--- config.mk ---
export PLATFORM = sky130hd
export DESIGN_NAME = reg_guard
export DESIGN_NICKNAME = d
export VERILOG_FILES = /design/src/rtl/reg_guard_pkg.sv /design/src/rtl/reg_guard_classify.sv /design/src/rtl/reg_guard_status.sv /design/src/rtl/reg_guard.sv
export SDC_FILE = /design/constraint.sdc
export NUM_CORES = 1
export LEC_CHECK = 0
export BUFFER_PORTS_ARGS = -buffer_cell sky130_fd_sc_hd__buf_2
export CORE_ASPECT_RATIO = 2
export CORE_UTILIZATION = 30
export CTS_BUF_LIST = sky130_fd_sc_hd__clkbuf_4
export DETAILED_ROUTE_END_ITERATION = 16
export HOLD_SLACK_MARGIN = 0.02
export PLACE_DENSITY = 0.71
export SETUP_SLACK_MARGIN = 0.3
export SLEW_MARGIN = 40
export SYNTH_ARGS = -nofsm -noshare
export SYNTH_HDL_FRONTEND = slang
export SYNTH_SLANG_ARGS = --single-unit
--- constraint.sdc ---
create_clock -name clk -period 1.17 [get_ports clk]
set_input_delay 0.117 -clock clk [delete_from_list [all_inputs] [get_ports clk]]
set_output_delay 0.117 -clock clk [all_outputs]
set_load 0.02 [all_outputs]
--- src/rtl/reg_guard_pkg.sv ---
package reg_guard_pkg;

  localparam int STATUS_W = 32;
  localparam int OFFS_W   = 16;

  typedef enum logic [1:0] {
    ERR_READ_WO  = 2'd0,
    ERR_WRITE_RO = 2'd1,
    ERR_UNDEF    = 2'd2
  } errKind_t;

  // strobes passed from the classifier (control) to the status datapath
  typedef struct packed {
    logic              viol;
    logic              swErr;
    errKind_t          kind;
    logic [OFFS_W-1:0] offs;
  } evStrobes_t;

  localparam int POS_VIOL  = 0;
  localparam int POS_SWERR = 3;
  localparam int POS_OFFS  = 8;
  localparam int POS_KIND  = 24;

endpackage

--- src/rtl/reg_guard_classify.sv ---
module reg_guard_classify
  import reg_guard_pkg::*;
#(
  parameter int                   NUM_REGS    = 8,
  parameter int                   STRIDE_LOG2 = 2,
  parameter logic [NUM_REGS-1:0]  RO_MASK     = 8'b0000_0011,
  parameter logic [NUM_REGS-1:0]  WO_MASK     = 8'b0000_1100,
  parameter logic [NUM_REGS-1:0]  PROT_MASK   = 8'b0011_0100
) (
  input  logic [OFFS_W-1:0] busAddr,
  input  logic              busRd,
  input  logic              busWr,
  input  logic              protEn,
  output evStrobes_t        ev,
  output logic              wrAllow
);

  localparam logic [OFFS_W-1:0] LOW_MASK = OFFS_W'((1 << STRIDE_LOG2) - 1);

  logic [OFFS_W-1:0]   slotIdx;
  logic                aligned;
  logic [NUM_REGS-1:0] slotHit;
  logic                isDef, isRo, isWo, isProt;
  logic                readOnly;

  assign slotIdx  = busAddr >> STRIDE_LOG2;
  assign aligned  = (busAddr & LOW_MASK) == '0;
  // a read that coincides with a write is not classified
  assign readOnly = busRd & ~busWr;

  genvar gi;
  generate
    for (gi = 0; gi < NUM_REGS; gi++) begin : g_slot
      assign slotHit[gi] = aligned && (slotIdx == OFFS_W'(gi));
    end
  endgenerate

  assign isDef  = |slotHit;
  assign isRo   = |(slotHit & RO_MASK);
  assign isWo   = |(slotHit & WO_MASK);
  assign isProt = |(slotHit & PROT_MASK);

  always_comb begin
    ev       = '0;
    ev.offs  = busAddr;
    ev.kind  = ERR_UNDEF;
    wrAllow  = 1'b0;
    if (busWr) begin
      if (!isDef) begin
        ev.swErr = 1'b1;
        ev.kind  = ERR_UNDEF;
      end else if (isProt && protEn) begin
        ev.viol  = 1'b1;
      end else if (isRo) begin
        ev.swErr = 1'b1;
        ev.kind  = ERR_WRITE_RO;
      end else begin
        wrAllow  = 1'b1;
      end
    end else if (readOnly) begin
      if (!isDef) begin
        ev.swErr = 1'b1;
        ev.kind  = ERR_UNDEF;
      end else if (isWo) begin
        ev.swErr = 1'b1;
        ev.kind  = ERR_READ_WO;
      end
    end
  end

endmodule

--- src/rtl/reg_guard_status.sv ---
module reg_guard_status
  import reg_guard_pkg::*;
(
  input  logic                clk,
  input  logic                rstN,
  input  evStrobes_t          ev,
  input  logic                statusRd,
  output logic [STATUS_W-1:0] statusWord
);

  logic              violQ, swErrQ;
  errKind_t          kindQ;
  logic [OFFS_W-1:0] offsQ;

  logic              violD, swErrD;
  errKind_t          kindD;
  logic [OFFS_W-1:0] offsD;
  logic              holdViol, holdSw;

  // a status read drops what is held; this cycle's event still lands
  assign holdViol = violQ  & ~statusRd;
  assign holdSw   = swErrQ & ~statusRd;

  always_comb begin
    violD  = holdViol | ev.viol;
    swErrD = holdSw   | ev.swErr;

    if (ev.viol && !holdViol)
      offsD = ev.offs;
    else if (ev.swErr && !holdViol && !holdSw)
      offsD = ev.offs;
    else if (holdViol || holdSw)
      offsD = offsQ;
    else
      offsD = '0;

    if (ev.swErr && !holdSw)
      kindD = ev.kind;
    else if (holdSw)
      kindD = kindQ;
    else
      kindD = ERR_READ_WO;
  end

  always_ff @(posedge clk or negedge rstN) begin
    if (!rstN) begin
      violQ  <= 1'b0;
      swErrQ <= 1'b0;
      kindQ  <= ERR_READ_WO;
      offsQ  <= '0;
    end else begin
      violQ  <= violD;
      swErrQ <= swErrD;
      kindQ  <= kindD;
      offsQ  <= offsD;
    end
  end

  always_comb begin
    statusWord                            = '0;
    statusWord[POS_VIOL]                  = violQ;
    statusWord[POS_SWERR]                 = swErrQ;
    statusWord[POS_OFFS +: OFFS_W]        = offsQ;
    statusWord[POS_KIND +: 2]             = kindQ;
  end

endmodule

--- src/rtl/reg_guard.sv ---
module reg_guard
  import reg_guard_pkg::*;
#(
  parameter int                   NUM_REGS    = 8,
  parameter int                   STRIDE_LOG2 = 2,
  parameter logic [NUM_REGS-1:0]  RO_MASK     = 8'b0000_0011,
  parameter logic [NUM_REGS-1:0]  WO_MASK     = 8'b0000_1100,
  parameter logic [NUM_REGS-1:0]  PROT_MASK   = 8'b0011_0100
) (
  input  logic        clk,
  input  logic        rstN,
  input  logic [15:0] busAddr,
  input  logic        busRd,
  input  logic        busWr,
  input  logic        protEn,
  input  logic        statusRd,
  output logic        wrAllow,
  output logic [31:0] statusWord
);

  evStrobes_t evBus;

  reg_guard_classify #(
    .NUM_REGS(NUM_REGS), .STRIDE_LOG2(STRIDE_LOG2),
    .RO_MASK(RO_MASK), .WO_MASK(WO_MASK), .PROT_MASK(PROT_MASK)
  ) u_classify (
    .busAddr(busAddr), .busRd(busRd), .busWr(busWr), .protEn(protEn),
    .ev(evBus), .wrAllow(wrAllow)
  );

  reg_guard_status u_status (
    .clk(clk), .rstN(rstN), .ev(evBus), .statusRd(statusRd),
    .statusWord(statusWord)
  );

endmodule

==> key figures <==
Timing
  – RSZ-0062 raised after global routing: yes
  – Fin. Hold Viols: 0
  – Max-slew violation count: 0
  – Final Critical Period: 1330 ps
  – Final setup vio count: 19
  – WHS: 47.2 ps
  – FMAX: 753 MHz
  – Fin worst setup slack: -158 ps
  – Final Cycle Share: 113%
  – Clk_skew: 6.05 ps

Status
  – Failing checks: setup timing
  – Status: finished, violations left

Floorplanning
  – Starting density of the core: 31.6%
  – Io pins: 55
  – Die area: 3580 um2
  – Core Box Area: 3160 um2
  – Die Wd: 42.8 um
  – Row count: 29
  – Die Ht: 83.6 um

Place
  – Dpl cells: 167
  – Routability cong.: 0.760
  – DP HPWL: 1.99 mm
  – IO Port Bufs: 42
  – Worst slack at placement: -470 ps

Route
  – Residual DRC count: 0
  – Pre-Repair DR Iteration Count: 4
  – WL/cell: 15.3 um
  – Total number of vias: 970
  – Final WL: 2.88 mm
  – Final ANT Viol Nets: 0
  – Initial drt markers: 12
  – Vias per inst: 5.16

Power and ir drop
  – Psw: 0.000560 W
  – Seq pwr share: 41.0%
  – Net Sw Frac: 28.6%
  – Leakage: 0.860 nW
  – Comb pwr share: 30.1%
  – VDD IR-drop max: 1230 uV
  – Power share of the clock group: 28.9%
  – Pwr per Cell Area: 1130 nW/um2
  – Internal power: 0.00140 W

GRT
  – Vias in the first global route: 1,049
  – Largest net degree at the start of global routing: 21
  – Initial antenna violation count: 0
  – Gr ovfl total: 0
  – Global-route wire length before repair: 4.91 mm
  – Gr usage total: 17.1%

Job
  – Max-Cap Viols: 0

Worst setup path
  – Setup crit start kind: flip-flop
  – Critical Path RT: 1370 ps
  – Crit path DAT: 1530 ps
  – Crit. End Element: flip-flop
  – Worst reg-to-reg setup slack: -160 ps
  – Critical path type: reg -> reg
  – Critical Path Fanout Max: 16

Min path
  – HP Class: in -> reg

Logic synthesis
  – Synth Cell Area: 998 um2
  – Synth top area share: 50.1%
  – Seq/Total Area, Yosys: 50.1%
  – Mean Syn Cell Area: 11.5 um2
  – Post-Synthesis Cells: 87
  – Seq cells post-synth: 20
  – Largest cells by area after synthesis: dfrtp_1 (50%), buf_4 (11%), a22o_1 (8.8%)
  – Synth unique cells: 29
  – Synth area leader: dfrtp_1
  – Yosys warning count: 0

CTS
  – CTS tree: built
  – Clk pin slew, worst setup/hold paths: 120 ps
  – Clock sinks: 20
  – Worst skew pair latency: 300 ps
  – H-tree depth: 1
  – Root buffer cell: clkbuf_4
  – Max Root-Sink Buffers: 2
  – Num CTS Buffers: 3

Cells and area
  – Commonest cells after routing, fill and taps aside: buf_6 (28), buf_4 (23), dfrtp_1 (20)
  – Nets: 180
  – # diodes: 0
  – Final cell count without fillers: 188
  – Layout cells sized above 1: 56.1%
  – P&R area growth vs syn: 72.9%
  – Commonest non-fill, non-tap cell in the layout: buf_6
  – Final Core Density: 54.7%
==> critical path, cell delays in order (launching register included) <==
cell      delay (ps)
dfrtp_1          410
nand2b_1         100
o211a_1          200
a21oi_4           70
buf_12           150
a221o_1          290
==> power by group through the flow <==
stage	clock, W	sequential (W)	combinational (W)
global placement	0	0.000801	0.000408
finish	0.000566	0.000803	0.000589
global route	0.000592	0.000811	0.000627
detailed placement	0	0.000801	0.000418
CTS	0.000572	0.000803	0.000573
floorplan	0	0.000877	0.000189
==> registers in the layout, indices dropped and copies added (netlist names) <==
register	flops
u_status.swErrQ	1
u_status.kindQ	2
u_status.violQ	1
u_status.offsQ	16
==> cell families (layout without fill, tap and decap cells) <==
| logic type | Yosys count | count (layout) | share of synthesized area, % |
|---|---|---|---|
| XOR/XNOR | 1 | 1 | 0.877 |
| other | 1 | 12 | 0.376 |
| flip-flops | 20 | 20 | 50.1 |
| AND/OR/NAND/NOR | 20 | 20 | 12.0 |
| buffers and inverters | 17 | 75 | 12.5 |
| AO/OA/AOI/OAI | 28 | 29 | 24.1 |
==> per-layer routing <==
| layer | share of wire [%] | global-route usage, % |
|---|---|---|
| met2 | 58 | 32.4 |
| met4 | 1.9 | 4.55 |
| met1 | 35 | 18.8 |
| met5 | 0 | 0 |
| met3 | 5.0 | 2.16 |
==> cells in the mapped netlist <==
cell type and count:
nor3b_1 2, nor2b_1 2, conb_1 1, and3_1 3, nand2b_1 2, nor4_1 3, nor3_1 1, inv_1 1
buf_6 1, o21bai_1 1, buf_2 1, o221a_4 1, nand4_1 2, a221o_1 3, a211oi_1 1, buf_4 14
a22o_2 3, xnor2_1 1, a21o_1 1, a22o_1 10, nand2_1 1, and4_2 1, dfrtp_1 20, a21oi_1 1
o22ai_1 1, a21oi_2 1, o211a_1 1, o21ai_0 4, nor2_1 3
==> timing repair <==
action                                 CTS  global route
gates resized for setup                 61             3
cloned                                   1             0
hold buffers                             1             0
endpoints found under the hold margin   20             0
setup endpoints to repair               41            41
setup buffers                           10             5
pin swaps                                6             5
==> through the flow <==
| stage | TNS (ps) | cell area (um2) | total power, W |
|---|---|---|---|
| final | -1210 | 1730 | 0.00196 |
| after global routing | -2440 | 1730 | 0.00203 |
| after CTS | -1130 | 1680 | 0.00195 |
| after detailed placement | -7320 | 1300 | 0.00122 |
| after global placement | -5860 | 1300 | 0.00121 |
| after floorplan | -1450 | 1080 | 0.00107 |
==> final timing paths <==
kind,cells past startpoint,start,endpoint
worst max-delay path,5,u_status.violQ,u_status.offsQ[4]
worst min-delay path,2,busAddr[14],u_status.offsQ[14]
worst max register to register,5,u_status.violQ,u_status.offsQ[4]
worst min register to register,2,u_status.kindQ[1],u_status.kindQ[1]
max in group asynchronous,2,rstN,u_status.swErrQ
min in group asynchronous,2,rstN,u_status.offsQ[13]
==> area by class of cell <==
class,count,area (um2)
repair buffers,70,603
well taps,31,38.8
clock inverters,1,30.0
clock buffers,3,22.5
multi-input cells,62,528
inverters,1,3.75
fillers,269,1430
flip-flops and latches,20,500
No activity file was read; power rests on OpenSTA's default activity.
